### config.mk
export PLATFORM = sky130hd
export DESIGN_NAME = mdio_master
export DESIGN_NICKNAME = d
export VERILOG_FILES = /design/src/rtl/mdio_master.sv
export SDC_FILE = /design/constraint.sdc
export NUM_CORES = 1
export LEC_CHECK = 0
export BUFFER_PORTS_ARGS = -buffer_cell sky130_fd_sc_hd__buf_2
export CELL_PAD_IN_SITES_DETAIL_PLACEMENT = 1
export CELL_PAD_IN_SITES_GLOBAL_PLACEMENT = 2
export CORE_MARGIN = 1
export CORE_UTILIZATION = 30
export DETAILED_ROUTE_END_ITERATION = 16
export PLACE_DENSITY_LB_ADDON = 0.1
export SLEW_MARGIN = 20
export SYNTH_ARGS = -nofsm -noshare
export SYNTH_HDL_FRONTEND = slang
export SYNTH_SLANG_ARGS = --single-unit
### constraint.sdc
create_clock -name clk -period 2.2 [get_ports clk]
set_input_delay 0.33 -clock clk [delete_from_list [all_inputs] [get_ports clk]]
set_output_delay 0.33 -clock clk [all_outputs]
set_load 0.05 [all_outputs]
### src/rtl/mdio_master.sv
module mdio_master #(
  parameter int PRE_BITS  = 32,
  parameter int FRAME_W   = 32,
  parameter int DATA_W    = 16,
  parameter int RELEASE_AT = 14
) (
  input  logic               clk,
  input  logic               rst_n,
  input  logic               mgmt_en,
  input  logic [1:0]         div_sel,
  input  logic               cmd_we,
  input  logic [FRAME_W-1:0] cmd_wdata,
  output logic [FRAME_W-1:0] cmd_rdata,
  output logic               idle,
  output logic               mdio_level,
  output logic               done,
  output logic               mdc,
  output logic               mdio_o,
  output logic               mdio_oe,
  input  logic               mdio_i
);
  localparam int TOTAL  = PRE_BITS + FRAME_W;
  localparam int IDX_W  = $clog2(TOTAL);
  localparam int BIT_W  = $clog2(FRAME_W);
  localparam logic [IDX_W-1:0] LAST_BIT = IDX_W'(TOTAL - 1);
  localparam logic [IDX_W-1:0] CAP_FROM = IDX_W'(TOTAL - DATA_W);
  localparam logic [IDX_W-1:0] REL_FROM = IDX_W'(PRE_BITS + RELEASE_AT);

  logic               busy;
  logic [FRAME_W-1:0] word;
  logic [5:0]         cnt;
  logic [IDX_W-1:0]   bitidx;
  logic [1:0]         div_q;
  logic [DATA_W-1:0]  cap;
  logic [1:0]         sync;
  logic [5:0]         last_cnt, half_m1;
  logic               is_read, bit_end, rise;

  assign last_cnt = 6'((7'd8 << div_q) - 7'd1);
  assign half_m1  = 6'((7'd4 << div_q) - 7'd1);
  assign is_read  = word[FRAME_W-3 -: 2] == 2'b10;
  assign bit_end  = busy && cnt == last_cnt;
  assign rise     = busy && cnt == half_m1;

  always_ff @(posedge clk or negedge rst_n) begin
    if (!rst_n) begin
      busy   <= 1'b0;
      done   <= 1'b0;
      word   <= '0;
      cnt    <= '0;
      bitidx <= '0;
      div_q  <= '0;
      cap    <= '0;
      sync   <= '0;
    end else begin
      done <= 1'b0;
      sync <= {sync[0], mdio_i};
      if (!mgmt_en) begin
        busy <= 1'b0;
      end else if (!busy) begin
        if (cmd_we) begin
          word   <= cmd_wdata;
          busy   <= 1'b1;
          cnt    <= '0;
          bitidx <= '0;
          div_q  <= div_sel;
        end
      end else begin
        if (rise && bitidx >= CAP_FROM)
          cap <= {cap[DATA_W-2:0], sync[1]};
        if (bit_end) begin
          cnt <= '0;
          if (bitidx == LAST_BIT) begin
            busy <= 1'b0;
            done <= 1'b1;
            if (is_read) word[DATA_W-1:0] <= cap;
          end else begin
            bitidx <= bitidx + 1'b1;
          end
        end else begin
          cnt <= cnt + 1'b1;
        end
      end
    end
  end

  assign cmd_rdata  = word;
  assign idle       = ~busy;
  assign mdio_level = sync[1];
  assign mdc        = busy && cnt > half_m1;
  assign mdio_o     = (bitidx < IDX_W'(PRE_BITS)) ? 1'b1 : word[~bitidx[BIT_W-1:0]];
  assign mdio_oe    = busy && !(is_read && bitidx >= REL_FROM);
endmodule


== After elaboration in Yosys (flattened, before gate mapping) ==
Index checks and enable logic that the tools add are counted.

* Flip-flop bits (word level): 66
* Latch bits: 0
* Memory bits (writable): 0
* Memory bits (read-only): 0
* Input bits: 39
* Output and inout port bits: 38
* Memories kept: 0

* Add/sub/neg operators: 4
* Multiply operators: 0
* Divide/modulo/power cells: 0
* $lt $le $gt $ge: 5
* Equal/unequal tests: 8
* Shifts and indexed selects: 2
* Muxes and demuxes: 23
* Bitwise operators: 2
* Reductions and logical operators: 13

{| class="wikitable"
|+ Operators by type and width
! operator !! number
|-
| $mux 16 || 5
|-
| $mux 6 || 6
|-
| $add 6x1->6 const B || 2
|-
| $eq 6x6->1 || 2
|-
| $ge 6x6->1 const B || 2
|-
| $sub 6x1->6 const B || 2
|-
| $mux 1 || 11
|-
| $eq 6x6->1 const B || 1
|-
| $gt 6x6->1 || 1
|-
| $logic_and 1x1->1 || 6
|-
| $lt 5x6->1 const B || 1
|-
| $lt 6x6->1 const B || 1
|-
| $ne 2x1->1 const B || 3
|-
| $reduce_and 3->1 || 2
|-
| $shl 3x2->6 const A || 1
|-
| $shl 4x2->6 const A || 1
|-
| $bmux 1 s5 || 1
|-
| $not 5->5 || 1
|-
| $reduce_and 5->1 || 1
|-
| $reduce_and 4->1 || 1
|-
| $eq 2x2->1 const B || 1
|-
| $ne 2x2->1 const B || 1
|-
| $reduce_and 2->1 || 1
|-
| $reduce_bool 2->1 || 1
|-
| 2 further kinds || 2
|}

== Longest topological paths before layout ==
Gate-level depths: netlist (run 1).

* Word-level depth: 7
* Gate-level depth with buffers: 9
* Mapped depth without buffers: 6

== Worst setup path after synthesis (run 1) ==
No wires, ideal clock.

* Path kind: reg2out
* Start point: register bitidx[0]
* End point: output port mdio_o
* Arrival: 2.026 ns
* Required time: 1.870 ns
* Slack: -0.156 ns
* Cell stages (with the launch flop): 6
* Path buffers: 1
* Path through: dfrtp_1 > buf_2 > mux4_2 > mux2_2 > a211o_1 > o21a_1

* Cells in the longest elaborated chain, start to end: 4
* Elaborated cells between the ends (all ways): 5

{| class="wikitable"
|+ Ends and longest elaborated chain
! what !! line !! source
|-
| start, declared || 32 || <nowiki>logic [IDX_W-1:0] bitidx;</nowiki>
|-
| start signal, assigned || 78 || <nowiki>bitidx <= bitidx + 1'b1;</nowiki>
|-
| $not 5->5 || 91 || <nowiki>assign mdio_o = (bitidx < IDX_W'(PRE_BITS)) ? 1'b1 : word[~bitidx[BIT_W-1:0]];</nowiki>
|-
| $bmux 1 s5 || 91 ||
|-
| $mux 1 (implied by the code) || 91 ||
|-
| $mux 1 * || 91 ||
|-
| end, declared || 18 || <nowiki>output logic mdio_o,</nowiki>
|}

Every way passes the cells marked *; elsewhere a longest branch is shown, timed or not. The select of a mux whose other input is x is not followed.

== Worst setup path after layout (run 1) ==
Same ends and word-level chain as after synthesis.

==> metrics.md, run 1 <==
| Metric | Value |
|---|---|
| Status | complete, but fails checks |
| Failing checks | setup timing |
| Final Setup Violations | 15 |
| Worst hold slack | 0.0836 ns |
| TNS Setup | -0.539 ns |
| H-tree depth | 3 |
| Minimum clock period | 2.57 ns |
| Aggregate global routing overflow | 0 |
| EDFF count, synth | 0 |
| Most frequent cells in the layout | 74 x buf_2, 68 x nand2_1, 65 x dfrtp_1 |
| Area delta synth->final | 40.6% |
| Final Hold Vio Count | 0 |
| ANT cells | 0 |
| Via count | 2798 |
| # Max-Cap Violations | 0 |
| Starting Density | 31.3% |
| Hold Path Class | in2reg |
| Initial antenna violation count | 0 |
| Pwr per Cell Area | 1030 mW/mm2 |
| CP Class | reg2out |
| FF-to-FF path depth | 11 |
| Worst EP required | 1.87 ns |
| Reg2reg start | bitidx[0]$_DFFE_PN0P_ |
| Share of layout cells above drive strength 1 | 46.8% |
| Worst flop-to-flop path endpoint | cmd_rdata[1]$_DFFE_PN0P_ |
| Max Root-Sink Buffers | 2 |
| First-pass GRT wire length | 15600 um |
| Post-synth cell types | 47 |
| Syn Inst Count | 301 |
| Final instance area | 0.00459 mm2 |
| Gr usage total | 18.1% |
| Final estimated routing congestion in global placement | 0.728 |
| Setup WS post-layout | -0.374 ns |
| Slew Limit Fails | 0 |
| Largest net degree at the start of global routing | 48 |
| Die width | 106 um |
| Post-synthesis cell area | 0.00326 mm2 |
| Max FO, Critical Path | 6 |
| Avg Cell Area, Syn | 10.8 um2 |
| Initial DRT Pass Iterations | 4 |
| Avg Vias per Cell | 4.93 |
| Fin Clk Skew | 0.00930 ns |
| Post-placement cell count | 539 |
| Num ports | 77 |
| Die Height | 106 um |
| Post-route insts no fill | 568 |
| Root Driver | clkbuf_8 |
| I/O Buffers | 76 |
| Post-Syn Nets | 346 |
| Num CTS Buffers | 9 |
| Leakage power | 2.16 nW |
| Num rows | 37 |
| CP endpoint kind | output port |
| Post-route ant nets | 0 |
| Die footprint | 0.0113 mm2 |
| Commonest non-fill, non-tap cell in the layout | buf_2 |
| Clock transition at path regs | 0.08 ns |
| Worst vdd ir | 0.623 mV |
| Core box area | 0.0104 mm2 |
| Fmax | 389 MHz |
| Clk Latency, worst-skew pair | 0.35 ns |
| Tcrit/Tclk final | 117% |
| Post-synthesis sequential area ratio | 50.6% |
| Crit path DAT | 2.24 ns |
| Nets | 472 |
| Post-Place Cell Area | 0.00410 mm2 |
| Hold depth | 1 |
| Via count of the first global-routing pass | 3051 |
| Final WL | 9590 um |
| TritonCTS Sinks | 66 |
| # DRC | 0 |
| Hold Path End | sync[0]$_DFF_PN0_ |
| 1st-iter DRT viols | 83 |
| Most common flop cell mapped by yosys | dfrtp_1 |
| HPWL Detailed | 6710 um |
| Async S/R FF share, synth | 100% |
| Synthesis-stage register bit count | 66 |
| Drt wl/cell | 16.9 um |
| RSZ-0062 raised after global routing | true |
| Hold_sp | mdio_i |
| CTS tree | built |
| Internal reg-to-reg setup slack | -0.04 ns |
| Startpoint types | register |
| Synth warn | 0 |
[Yosys cell counts (2+ instances only)]
cell type  instances  area share (%)
a21o_1             4            0.92
a21oi_1            7             1.1
a31oi_1            2            0.38
a41oi_1            2            0.54
and2_1             2            0.38
buf_2              2            0.31
buf_6              2            0.69
clkbuf_1          12             1.4
dfrtp_1           66              51
ha_1               6             2.3
inv_1              5            0.57
mux2_2            19             6.6
mux2i_1            3            0.92
mux4_2             7             4.8
nand2_1           68             7.8
nand2b_1           2            0.38
nand3_1            8             1.2
nor2_1            10             1.1
nor3_1             6            0.92
nor3b_1            2            0.46
o21a_1             2            0.46
o21ai_0            8             1.2
o221a_1           10             3.4
o221a_2            6             2.1
o31ai_1            2            0.46
or3_1             17             3.3
[stage by stage]
step           utilization [%]  power (mW)  worst slack [ns]
2_1_floorplan                -        2.87            -0.108
4_1_cts                   43.3        4.81            -0.401
6_report                  44.0        4.75            -0.374
3_3_place_gp              39.3        3.51            -0.351
3_5_place_dp              39.3        3.54            -0.434
5_1_grt                   44.0        5.04            -0.443
[sequential cells by signal, summed over array words and instances, names as in the netlist]
| register | cells |
|---|---|
| done | 1 |
| sync | 2 |
| cap | 16 |
| cnt | 6 |
| bitidx | 6 |
| div_q | 2 |
| busy | 1 |
| cmd_rdata | 32 |
[worst max-delay path by stage]
stage	slack, ns	from	cells past startpoint	end
floorplan	-0.11	bitidx[0]$_DFFE_PN0P_	5	mdio_o
global placement	-0.35	bitidx[0]$_DFFE_PN0P_	7	cmd_rdata[1]$_DFFE_PN0P_
detailed placement	-0.43	bitidx[0]$_DFFE_PN0P_	7	cmd_rdata[3]$_DFFE_PN0P_
CTS	-0.40	bitidx[0]$_DFFE_PN0P_	5	mdio_o
global route	-0.44	bitidx[0]$_DFFE_PN0P_	7	mdio_o
finish	-0.37	bitidx[0]$_DFFE_PN0P_	5	mdio_o
[cell type report]
type | instances | area, um2
clock buffers | 10 | 138
clock inverters | 6 | 90.1
fillers | 1192 | 5830
inverters | 5 | 18.8
multi-input cells | 213 | 1630
flip-flops and latches | 66 | 1650
well taps | 136 | 170
repair buffers | 132 | 891
[kinds of logic (layout without fill, tap and decap cells)]
family / after synthesis / after routing / share of synthesized area (%)
and+or+nand+nor: 123 / 124 / 17.6
muxes: 29 / 29 / 12.3
other: 1 / 1 / 0.115
DFF: 66 / 66 / 50.6
AOI/OAI and AO/OA: 51 / 51 / 12.9
xor gates and xnor gates: 2 / 2 / 0.537
adders and majority gates: 6 / 6 / 2.30
buffers and inverters: 23 / 153 / 3.64
[worst max-delay path, stage by stage, from the launching register on]
cell	delay, ns
dfrtp_2	0.47
mux4_2	0.53
mux2_4	0.28
a211o_1	0.25
o21a_2	0.21
buf_8	0.15
[routing by layer]
| metal | vias to the layer above | GRT usage [%] | routed length (um) | share of wire, % |
|---|---|---|---|---|
| li1 | 1342 | - | - | - |
| met1 | 1375 | 23.3 | 4460 | 47 |
| met2 | 67 | 29.5 | 4540 | 47 |
| met3 | 14 | 4.35 | 430 | 4.5 |
| met4 | 0 | 6.25 | 158 | 1.6 |
| met5 | - | 0 | 0 | 0 |
[repair_timing]
action | in CTS | in global routing
resized for setup | 22 | 7
pin swaps | 7 | 3
buffers inserted | 9 | 1
cloned | 1 | 1
endpoints found under the setup margin | 19 | 23
endpoints found under the hold margin | 19 | 0
hold buffers | 1 | 0
[power breakdown]
part	switching, mW	internal (mW)	total (mW)	leakage, nW
clock	0.487	0.670	1.16	0.112
sequential	0.179	1.44	1.62	0.833
combinational	1.28	0.692	1.97	1.22
No activity file was read; power rests on OpenSTA's default activity.
==> run 2: changes to the inputs <==
--- a/config.mk
+++ b/config.mk
@@ -10,8 +10,10 @@
 export CELL_PAD_IN_SITES_GLOBAL_PLACEMENT = 2
 export CORE_MARGIN = 1
 export CORE_UTILIZATION = 30
+export CTS_CLUSTER_DIAMETER = 200
 export DETAILED_ROUTE_END_ITERATION = 16
 export PLACE_DENSITY_LB_ADDON = 0.1
+export REMOVE_ABC_BUFFERS = 1
 export SLEW_MARGIN = 20
 export SYNTH_ARGS = -nofsm -noshare
 export SYNTH_HDL_FRONTEND = slang
==> metrics.md, run 2 (synthesis results as in run 1) <==
| Metric | Value |
|---|---|
| Drt wl/cell | 17.5 um |
| Final Hold Vio Count | 10 |
| Die footprint | 0.0113 mm2 |
| WL met3 | 440 um |
| # Max-Cap Violations | 0 |
| Crit path DAT | 2.25 ns |
| Die Height | 106 um |
| P_sw | 1.97 mW |
| Gr usage total | 17.4% |
| Num ports | 77 |
| First-pass GRT wire length | 15200 um |
| Power share of the clock group | 23.3% |
| Largest net degree at the start of global routing | 67 |
| H-tree depth | 3 |
| Nets | 454 |
| Internal reg-to-reg setup slack | 0.05 ns |
| Post-placement cell count | 526 |
| Max FO, Critical Path | 5 |
| Minimum clock period | 2.58 ns |
| Clock transition at path regs | 0.08 ns |
| Die width | 106 um |
| Final instance area | 0.00437 mm2 |
| CP endpoint kind | output port |
| Net Sw Frac | 43.1% |
| Avg Vias per Cell | 5.13 |
| I/O Buffers | 76 |
| Worst flop-to-flop path endpoint | bitidx[5]$_DFFE_PN0P_ |
| Num rows | 37 |
| Routed wl met2 | 4410 um |
| Starting Density | 31.3% |
| Final Setup Violations | 1 |
| Max reg flops | 32 |
| Leakage power | 2.04 nW |
| Share of layout cells above drive strength 1 | 44.4% |
| Initial antenna violation count | 0 |
| Root Driver | clkbuf_8 |
| Pwr per Cell Area | 1050 mW/mm2 |
| FF-to-FF path depth | 8 |
| TritonCTS Sinks | 66 |
| Post-Place Cell Area | 0.00400 mm2 |
| Power Internal | 2.60 mW |
| Hold_buf cts | 0 |
| Post-route insts no fill | 550 |
| CP Launch Point | bitidx[0]$_DFFE_PN0P_ |
| Worst hold slack | -0.00887 ns |
| Reg2reg start | bitidx[0]$_DFFE_PN0P_ |
| Final WL | 9620 um |
| HPWL Detailed | 6530 um |
| Sequential share of power | 36.9% |
| CTS tree | built |
| Worst vdd ir | 0.408 mV |
| Setup WS post-layout | -0.382 ns |
| Aggregate global routing overflow | 0 |
| Hold Path Class | in2async |
| Via count of the first global-routing pass | 2903 |
| Failing checks | hold timing, setup timing |
| RSZ-0062 raised after global routing | true |
| Post-route ant nets | 0 |
| TNS Setup | -0.382 ns |
| Startpoint types | register |
| Tcrit/Tclk final | 117% |
| Slew Limit Fails | 0 |
| Worst-Margin Slew | 0.600 ns |
| Area delta synth->final | 33.8% |
| ANT cells | 0 |
| Combinational share of power | 39.9% |
| Relative slew slack | 59.5% |
| Max Root-Sink Buffers | 2 |
| Via count | 2819 |
| 1st-iter DRT viols | 110 |
| Final core utilization | 41.9% |
| # DRC | 0 |
| Routed met1 length | 4600 um |
| Worst EP required | 1.87 ns |
| Fmax | 387 MHz |
| Setup crit end | mdio_o |
| Commonest non-fill, non-tap cell in the layout | buf_2 |
| Fin Clk Skew | 0.00976 ns |
| Most frequent cells in the layout | 74 x buf_2, 67 x nand2_1, 62 x dfrtp_1 |
| Initial DRT Pass Iterations | 4 |
| Status | complete, but fails checks |
| DR top layer | met4 |
| CP Class | reg2out |
| Num CTS Buffers | 9 |
| Clk Latency, worst-skew pair | 0.35 ns |
| Core box area | 0.0104 mm2 |
| Final estimated routing congestion in global placement | 0.760 |
[run 2: how the worst min path moves through the flow]
| stage | slack [ns] | endpoint | startpoint | cells past startpoint |
|---|---|---|---|---|
| floorplan | 0.03 | bitidx[0]$_DFFE_PN0P_ | rst_n | 0 |
| global placement | 0.33 | sync[1]$_DFF_PN0_ | sync[0]$_DFF_PN0_ | 0 |
| detailed placement | 0.35 | sync[1]$_DFF_PN0_ | sync[0]$_DFF_PN0_ | 0 |
| CTS | 0.003 | cmd_rdata[22]$_DFFE_PN0P_ | rst_n | 2 |
| global route | 0.01 | div_q[0]$_DFFE_PN0P_ | rst_n | 2 |
| finish | -0.009 | div_q[0]$_DFFE_PN0P_ | rst_n | 2 |
[run 2: area by class of cell]
class / count / area, um2
clock buffers: 9 / 124
clock inverters: 7 / 78.8
fillers: 1206 / 6050
inverters: 5 / 18.8
multi-input cells: 213 / 1610
flip-flops and latches: 66 / 1660
well taps: 136 / 170
repair buffers: 114 / 716
[run 2: timing repair]
action | CTS | global route
resized for setup | 9 | 19
buffers inserted | 4 | 2
gates cloned | 0 | 2
setup endpoints to repair | 3 | 22
pin swaps | 4 | 4
hold endpoints to repair | 0 | 0
[run 2: metal layers]
layer / vias to the layer above / GRT usage (%)
met4: 0 / 6.45
met5: - / 0
met2: 76 / 27.6
li1: 1308 / -
met3: 13 / 3.07
met1: 1422 / 23.8
[run 2: power groups by stage]
stage | logic [mW] | registers, mW | clock network (mW)
floorplan | 0.555 | 2.29 | 0
global placement | 1.71 | 1.72 | 0
detailed placement | 1.73 | 1.72 | 0
CTS | 1.79 | 1.68 | 1.09
global route | 1.95 | 1.73 | 1.14
finish | 1.82 | 1.68 | 1.06
[run 2: critical path: stages (launching register included)]
cell and delay, ns:
dfrtp_1 0.39, buf_6 0.14, mux4_2 0.49, mux2_4 0.28, a211o_1 0.25, o21a_1 0.20, buf_6 0.15
[run 2: per-stage QoR]
step / setup WS, ns / total power, mW / hold slack [ns]
detailed placement: -0.118 / 3.45 / 0.354
floorplan: -0.517 / 2.85 / 0.0344
finish: -0.382 / 4.57 / -0.00887
global placement: -0.0671 / 3.43 / 0.333
CTS: -0.399 / 4.57 / 0.00280
global route: -0.440 / 4.82 / 0.0113
==> run 3: changes to the inputs <==
--- a/config.mk
+++ b/config.mk
@@ -9,7 +9,7 @@
 export CELL_PAD_IN_SITES_DETAIL_PLACEMENT = 1
 export CELL_PAD_IN_SITES_GLOBAL_PLACEMENT = 2
 export CORE_MARGIN = 1
-export CORE_UTILIZATION = 30
+export CORE_UTILIZATION = 25
 export CTS_CLUSTER_DIAMETER = 200
 export DETAILED_ROUTE_END_ITERATION = 16
 export PLACE_DENSITY_LB_ADDON = 0.1
==> metrics.md, run 3 (synthesis results as in run 1) <==
| Metric | Value |
|---|---|
| TritonCTS Sinks | 66 |
| Root Driver | clkbuf_16 |
| Final Power | 4.95 mW |
| Worst EP required | 1.87 ns |
| Max reg flops | 32 |
| Largest net degree at the start of global routing | 67 |
| Worst vdd ir | 0.366 mV |
| TNS Setup | -0.341 ns |
| Num ports | 77 |
| CP Class | reg2out |
| RSZ-0062 raised after global routing | true |
| Tcrit/Tclk final | 115% |
| Fmax | 395 MHz |
| Initial antenna violation count | 0 |
| Clock transition at path regs | 0.06 ns |
| Fin Clk Skew | 0.00805 ns |
| Pwr per Cell Area | 1110 mW/mm2 |
| Share of layout cells above drive strength 1 | 43.3% |
| # DRC | 0 |
| Failing checks | hold timing, setup timing |
| Core box area | 0.0127 mm2 |
| Die footprint | 0.0135 mm2 |
| Initial DRT Pass Iterations | 4 |
| Final estimated routing congestion in global placement | 0.744 |
| Post-route ant nets | 0 |
| Clk Latency, worst-skew pair | 0.33 ns |
| Relative slew slack | 66.5% |
| Avg Vias per Cell | 4.65 |
| HPWL Detailed | 6880 um |
| # Max-Cap Violations | 0 |
| Die Height | 116 um |
| H-tree depth | 3 |
| Gr usage total | 15.5% |
| Num rows | 41 |
| Hold Path Class | in2async |
| Leakage power | 2.06 nW |
| Post-route insts no fill | 583 |
| Drt wl/cell | 16.8 um |
| Minimum clock period | 2.53 ns |
| Aggregate global routing overflow | 0 |
| Status | complete, but fails checks |
| Crit path cell chain | buf_6 > mux4_2 > mux2_4 > a211o_1 > o21a_1 > buf_6 |
| Worst-Margin Slew | 0.498 ns |
| Final Setup Violations | 2 |
| CP endpoint kind | output port |
| Via count | 2712 |
| Slowest-stage cell, CP | mux4_2 |
| Commonest non-fill, non-tap cell in the layout | buf_2 |
| Post-Place Cell Area | 0.00403 mm2 |
| Via count of the first global-routing pass | 2893 |
| Final instance area | 0.00446 mm2 |
| 1st-iter DRT viols | 98 |
| Dpl ws | -0.183 ns |
| First-pass GRT wire length | 15700 um |
| FF-to-FF path depth | 8 |
| I/O Buffers | 76 |
| Max FO, Critical Path | 3 |
| Worst hold slack | -0.00947 ns |
| Hold_buf cts | 0 |
| Post-placement cell count | 562 |
| Die width | 116 um |
| ANT cells | 0 |
| Num CTS Buffers | 9 |
| Slew Limit Fails | 0 |
| Starting Density | 25.8% |
| Setup WS post-layout | -0.333 ns |
| Crit path DAT | 2.20 ns |
| Final core utilization | 35.2% |
| CTS tree | built |
| CP peak stage delay | 0.50 ns |
| Max Root-Sink Buffers | 2 |
| Nets | 451 |
| Startpoint types | register |
| Final WL | 9770 um |
| Most frequent cells in the layout | 74 x buf_2, 68 x nand2_1, 64 x dfrtp_1 |
| Area delta synth->final | 36.6% |
| Final Hold Vio Count | 2 |
| Cell mode on critical path | buf_6 |
-- run 3: cell type report --
cell class	count	area (um2)
clock buffer	9	225
clock inverter	7	81.3
fill	1446	8210
inverter	5	18.8
multi-input combinational	213	1580
sequential	66	1650
tap	172	215
timing repair buffer	111	684
-- run 3: worst max-delay path: cells and delay by family (launching register included) --
kind | cells | cell delay (ns)
multiplexers | 2 | 0.77
AO/OA/AOI/OAI | 2 | 0.43
flip-flops | 1 | 0.39
buffers and inverters | 2 | 0.28
-- run 3: metal layers --
| layer | global-route usage [%] | vias to the layer above | wire, um |
|---|---|---|---|
| met5 | 0 | - | 0 |
| met4 | 5.38 | 0 | 135 |
| met3 | 3.22 | 11 | 433 |
| met2 | 23.8 | 73 | 4380 |
| met1 | 21.6 | 1317 | 4820 |
| li1 | - | 1311 | - |
-- run 3: path summary, 6_finish.rpt --
path,from,to,slack (ns)
worst max-delay path,bitidx[0]$_DFFE_PN0P_,mdio_o,-0.33
worst min-delay path,rst_n,cmd_rdata[29]$_DFFE_PN0P_,-0.009
worst max register to register,bitidx[0]$_DFFE_PN0P_,bitidx[5]$_DFFE_PN0P_,-0.01
worst min register to register,sync[0]$_DFF_PN0_,sync[1]$_DFF_PN0_,0.35
max in group asynchronous,rst_n,cnt[3]$_DFFE_PN0P_,1.84
min in group clk,mdio_i,sync[0]$_DFF_PN0_,0.10
-- run 3: timing repair --
action,4_1_cts,5_1_grt
endpoints found under the setup margin,3,19
buffers inserted,2,2
resized for setup,11,10
pin swaps,3,4
gates cloned,0,1
-- run 3: report_power, final --
group          switching [mW]  internal, mW  total (mW)
logic                    1.20         0.585        1.78
registers               0.224          1.45        1.67
clock network           0.597         0.895        1.49
total                    2.02          2.93        4.95
